## config.mk

```make
export PLATFORM = sky130hd
export DESIGN_NAME = mem_page_xlate
export DESIGN_NICKNAME = d
export VERILOG_FILES = /design/src/rtl/mem_page_pkg.sv /design/src/rtl/sfr_decode.sv /design/src/rtl/page_table.sv /design/src/rtl/addr_xlate.sv /design/src/rtl/mem_page_xlate.sv
export SDC_FILE = /design/constraint.sdc
export NUM_CORES = 1
export LEC_CHECK = 0
export BUFFER_PORTS_ARGS = -buffer_cell sky130_fd_sc_hd__buf_2
export CAP_MARGIN = 10
export CORE_UTILIZATION = 46
export CTS_CLUSTER_SIZE = 28
export DETAILED_ROUTE_END_ITERATION = 7
export GPL_TIMING_DRIVEN = 0
export PLACE_DENSITY_LB_ADDON = 0.12
export SKIP_CTS_REPAIR_TIMING = 1
export SYNTH_ARGS = -nofsm -noshare
export SYNTH_HDL_FRONTEND = slang
export SYNTH_HIERARCHICAL = 1
export SYNTH_SLANG_ARGS = --single-unit
```

## constraint.sdc

```tcl
create_clock -name clk -period 4.44 [get_ports clk]
set_input_delay 0.444 -clock clk [delete_from_list [all_inputs] [get_ports clk]]
set_output_delay 0.444 -clock clk [all_outputs]
set_load 0.03 [all_outputs]
```

## src/rtl/mem_page_pkg.sv

```systemverilog
package mem_page_pkg;

    localparam int SFR_DW = 8;

    typedef struct packed {
        logic              sel_idx;
        logic              sel_hi;
        logic              sel_lo;
        logic [SFR_DW-1:0] wdata;
    } sfr_op_t;

    typedef struct packed {
        logic rd;
        logic wr;
        logic fetch;
    } strobe_t;

    function automatic logic [31:0] pte_reset_value(input int unsigned idx);
        return 32'(idx);
    endfunction

endpackage

```

## src/rtl/sfr_decode.sv

```systemverilog
module sfr_decode
    import mem_page_pkg::*;
#(
    parameter logic [7:0] IDX_ADDR = 8'hF1,
    parameter logic [7:0] HI_ADDR  = 8'hF2,
    parameter logic [7:0] LO_ADDR  = 8'hF3
) (
    input  logic              we,
    input  logic [7:0]        addr,
    input  logic [SFR_DW-1:0] wdata,
    output sfr_op_t           op
);
    always_comb begin
        op.sel_idx = we && (addr == IDX_ADDR);
        op.sel_hi  = we && (addr == HI_ADDR);
        op.sel_lo  = we && (addr == LO_ADDR);
        op.wdata   = wdata;
    end
endmodule

```

## src/rtl/page_table.sv

```systemverilog
module page_table
    import mem_page_pkg::*;
#(
    parameter int IDX_W = 4,
    parameter int ENT_W = 9
) (
    input  logic             clk,
    input  logic             rst,
    input  sfr_op_t          op,
    input  logic [IDX_W-1:0] look_idx,
    output logic [ENT_W-1:0] look_ent
);
    localparam int DEPTH = 1 << IDX_W;
    localparam int HI_W  = ENT_W - SFR_DW;

    logic [IDX_W-1:0] idx_q;
    logic [HI_W-1:0]  stage_q;
    logic [ENT_W-1:0] tbl [DEPTH];

    always_ff @(posedge clk) begin
        if (rst) begin
            idx_q   <= '0;
            stage_q <= '0;
        end else begin
            if (op.sel_idx) idx_q   <= op.wdata[IDX_W-1:0];
            if (op.sel_hi)  stage_q <= op.wdata[HI_W-1:0];
        end
    end

    for (genvar i = 0; i < DEPTH; i++) begin : g_ent
        localparam logic [ENT_W-1:0] RST_V = ENT_W'(pte_reset_value(i));
        always_ff @(posedge clk) begin
            if (rst)
                tbl[i] <= RST_V;
            else if (op.sel_lo && idx_q == IDX_W'(i))
                tbl[i] <= {stage_q, op.wdata};
        end

        // a commit aimed at this entry shows up on the next cycle
        p_commit_r5: assert property (@(posedge clk) disable iff (rst)
            (!$past(rst) && $past(op.sel_lo) && $past(idx_q) == IDX_W'(i))
            |-> tbl[i] == {$past(stage_q), $past(op.wdata)});

        // entries not targeted by a commit hold
        p_hold_r6: assert property (@(posedge clk) disable iff (rst)
            (!$past(rst) && !($past(op.sel_lo) && $past(idx_q) == IDX_W'(i)))
            |-> $stable(tbl[i]));
    end

    assign look_ent = tbl[look_idx];

    // selector takes the low bits of a selector write
    p_index_r3: assert property (@(posedge clk) disable iff (rst)
        (!$past(rst) && $past(op.sel_idx))
        |-> idx_q == $past(op.wdata[IDX_W-1:0]));

    // selector and stage persist when their registers are not written
    p_keep_r8: assert property (@(posedge clk) disable iff (rst)
        (!$past(rst) && !$past(op.sel_idx) && !$past(op.sel_hi))
        |-> ($stable(idx_q) && $stable(stage_q)));

    // stage takes bit 0 of a staging write
    p_stage_r4: assert property (@(posedge clk) disable iff (rst)
        (!$past(rst) && $past(op.sel_hi))
        |-> stage_q == $past(op.wdata[HI_W-1:0]));
endmodule

```

## src/rtl/addr_xlate.sv

```systemverilog
module addr_xlate #(
    parameter int LADDR_W = 16,
    parameter int IDX_W   = 4,
    parameter int PADDR_W = 21
) (
    input  logic [LADDR_W-1:0]         laddr,
    input  logic [PADDR_W-LADDR_W+IDX_W-1:0] entry,
    output logic [IDX_W-1:0]           page,
    output logic [PADDR_W-1:0]         paddr
);
    localparam int OFF_W = LADDR_W - IDX_W;

    always_comb begin
        page  = laddr[LADDR_W-1:OFF_W];
        paddr = {entry, laddr[OFF_W-1:0]};
    end
endmodule

```

## src/rtl/mem_page_xlate.sv

```systemverilog
module mem_page_xlate
    import mem_page_pkg::*;
#(
    parameter int         LADDR_W  = 16,
    parameter int         PADDR_W  = 21,
    parameter int         IDX_W    = 4,
    parameter logic [7:0] IDX_ADDR = 8'hF1,
    parameter logic [7:0] HI_ADDR  = 8'hF2,
    parameter logic [7:0] LO_ADDR  = 8'hF3
) (
    input  logic               clk,
    input  logic               rst,
    input  logic [LADDR_W-1:0] cpu_addr,
    input  logic               cpu_rd,
    input  logic               cpu_wr,
    input  logic               cpu_fetch,
    input  logic [SFR_DW-1:0]  cpu_wdata,
    output logic [SFR_DW-1:0]  cpu_rdata,
    input  logic               sfr_we,
    input  logic [7:0]         sfr_addr,
    input  logic [SFR_DW-1:0]  sfr_wdata,
    output logic [PADDR_W-1:0] mem_addr,
    output logic               mem_rd,
    output logic               mem_wr,
    output logic               mem_fetch,
    output logic [SFR_DW-1:0]  mem_wdata,
    input  logic [SFR_DW-1:0]  mem_rdata
);
    localparam int OFF_W = LADDR_W - IDX_W;
    localparam int ENT_W = PADDR_W - OFF_W;

    sfr_op_t          op;
    strobe_t          strb;
    logic [IDX_W-1:0] page;
    logic [ENT_W-1:0] entry;

    sfr_decode #(
        .IDX_ADDR(IDX_ADDR), .HI_ADDR(HI_ADDR), .LO_ADDR(LO_ADDR)
    ) u_dec (
        .we(sfr_we), .addr(sfr_addr), .wdata(sfr_wdata), .op(op)
    );

    page_table #(.IDX_W(IDX_W), .ENT_W(ENT_W)) u_tbl (
        .clk(clk), .rst(rst), .op(op), .look_idx(page), .look_ent(entry)
    );

    addr_xlate #(.LADDR_W(LADDR_W), .IDX_W(IDX_W), .PADDR_W(PADDR_W)) u_xl (
        .laddr(cpu_addr), .entry(entry), .page(page), .paddr(mem_addr)
    );

    always_comb begin
        strb      = '{rd: cpu_rd, wr: cpu_wr, fetch: cpu_fetch};
        mem_rd    = strb.rd;
        mem_wr    = strb.wr;
        mem_fetch = strb.fetch;
        mem_wdata = cpu_wdata;
        cpu_rdata = mem_rdata;
    end

    // right after reset the mapping is the identity
    p_reset_map_r2: assert property (@(posedge clk) disable iff (rst)
        $past(rst) |-> mem_addr == PADDR_W'(cpu_addr));

    // with no commit and a steady logical address the physical one holds
    p_steady_r1: assert property (@(posedge clk) disable iff (rst)
        (!$past(rst) && !$past(op.sel_lo) && $stable(cpu_addr))
        |-> $stable(mem_addr));
endmodule

```

==> summary.txt <==
Layout area overhead - 15.8%
Final hold vios - 0
Drt drc - 0
Dpl hpwl - 11600 um
Register Area - 4420 sq um
Largest net degree at the start of global routing - 17
CP Capture Type - output port
WP buf/inv - 5
Vias in the first global route - 4306
Count leader, synth - edfxtp_1
Top Usage Layer GRT - met2
M1 GR Usage - 29.3%
Ys Warns - 6
Static leakage - 3.03 nW
Final Cycle Share - 68.5%
Max Cap Viol - 0
Fill cell count - 1279
Die area - 16400 sq um
Starting DRC count in detailed routing - 329
DR WL/cell - 21.2 um
DR vias - 4256
Placer Congestion - 0.777
Vias per cell - 5.31
Status - finished, final reports clean
ANT cells - 0
Asr flop ratio synth - 0%
RSZ-0062 raised after global routing - false
Dpl cells - 769
Initial antenna violation count - 0
Nets@finish - 631
IO Pins - 94
Worst hold path type - input pin to register
Slew @ Worst Pin - 1.10 ns
Max Slew Vio Count - 0
TritonCTS clock tree - yes
Max Clock Skew - 0.00586 ns
Post-synth top cells - 144 x edfxtp_1, 113 x and2_1, 55 x buf_4
H-tree levels - 4
Remaining antenna violation count - 0
Top cells by area, synth - edfxtp_1 59%, mux4_2 11%, and2_1 9.7%, buf_4 5.7%, or3_1 2.7%
Setup_tns - 0 ns
Worst-Skew Late Latency - 0.42 ns
Ys flop type - edfxtp_1
Row count - 45
Power per Cell Area - 403 nW/um^2
Peak Freq - 0.329 GHz
Pre-Repair DR Iteration Count - 4
Post-synth cell types - 31
Post-route non-filler standard cell count - 801
CP cell instances - buf_4, clkbuf_2, buf_1, mux4_2, a22oi_1, nand2_1, buf_4, buf_2
Synth Register Bits - 149
First-pass GRT wire length - 25300 um
Port Buf Inserts - 50
Syn_nets - 562
Met3 usage - 4.51%
Synth Cell Area - 7310 sq um
Initial Util - 47.5%
Reg-to-reg slack, setup - 2.07 ns
GR Overflow Total - 0
Peak supply drop - 0.251 mV
Placement Cell Area - 7820 sq um
CP Class - input pin to output port
Die extent in x - 128 um
Height of the die - 128 um
Critical path required time - 4.00 ns
Layout cell share with drive strength beyond 1 - 30.8%
Most common cell on crit path - buf_4
Setup crit start kind - input pin
Cell count after synthesis - 508
CP max stage cell - buf_1
Clk sinks - 149
CORE AREA - 15400 sq um
Yosys top cell area share - 59.2%
Area of the multi-input gates - 2330 sq um
CTS Buf Count - 17
WL final - 17000 um
Clk buf depth - 2
Setup Viol. Count Final - 0
Synth area leader - edfxtp_1
Top delay family on crit path - buffers and inverters
Post-route design area - 8460 sq um
CP max stage delay - 0.67 ns
Root buf cell - clkbuf_16
Seq/Total Area, Yosys - 60.5%
Total GRT Usage - 22.2%
Worst EP arrival - 2.60 ns
Met2 Use GR - 37.2%
Clock-pin transition on the worst setup and hold timing paths - 0.06 ns
Post-synth EDFFs - 144
CP Max Fanout - 10
Avg Inst Size Synth - 14.4 sq um
Minimum clock period - 3.04 ns
Slew headroom - 26.6%
## sequential cells by signal, indices dropped and copies added (netlist names)
name and flops:
u_tbl/stage_q 1, u_tbl/tbl 144, u_tbl/idx_q 4
## cell type report
cell class | instances | share of cell area, %
Sequential cell | 149 | 52.3
Inverter | 3 | 0.133
Multi-Input combinational cell | 272 | 27.5
Buffer | 84 | 6.45
Timing Repair Buffer | 50 | 2.96
Clock inverter | 13 | 2.43
Clock buffer | 19 | 5.12
Tap cell | 211 | 3.12
## metal layers
layer | up-vias | wire, um
met5 | - | 0
met4 | 0 | 184
met3 | 15 | 855
met2 | 148 | 8700
met1 | 2130 | 7240
li1 | 1963 | -
## power breakdown
part	switching (mW)	total, mW	internal, mW
Clock	0.554	1.55	0.996
Sequential	0.00906	1.58	1.57
Combinational	0.169	0.279	0.110
Total	0.732	3.41	2.68
## worst paths after layout
path              depth (start not counted)      startpoint               end
setup / recovery                          8    cpu_addr[13]      mem_addr[15]
hold / removal                            2    sfr_wdata[2]   u_tbl/tbl[6][2]
setup reg to reg                          3  u_tbl/idx_q[3]  u_tbl/tbl[13][1]
hold reg to reg                           2  u_tbl/idx_q[3]    u_tbl/idx_q[3]
## metrics by stage
step                      hold slack (ns)  setup WS [ns]  total power, mW  util, %
after CTS                           0.336           1.38             3.43     55.0
final                               0.350           1.40             3.41     55.0
after floorplan                     0.535           2.17             1.81        -
after detailed placement            0.605           1.37             1.89     50.9
after global routing                0.344           1.32             3.50     55.0
after global placement              0.588           1.31             1.89     50.9
## cell families after synthesis
group | share of synthesized area [%]
DFF | 60.5
buffers and inverters | 7.62
AOI/OAI and AO/OA | 3.51
and+or+nand+nor | 16.5
muxes | 11.8
## placed cells by master (no fill, tap or decap), types with 10 or more instances in the layout
cell type and instances:
or3_1 32, edfxtp_1 144, mux4_2 36, buf_2 50, buf_4 55, nor2_1 19
clkbuf_16 17, o21bai_1 12, clkbuf_1 20, nand2_1 10, a22oi_1 18, and2_1 113
Power figures use the tool's default switching activity.
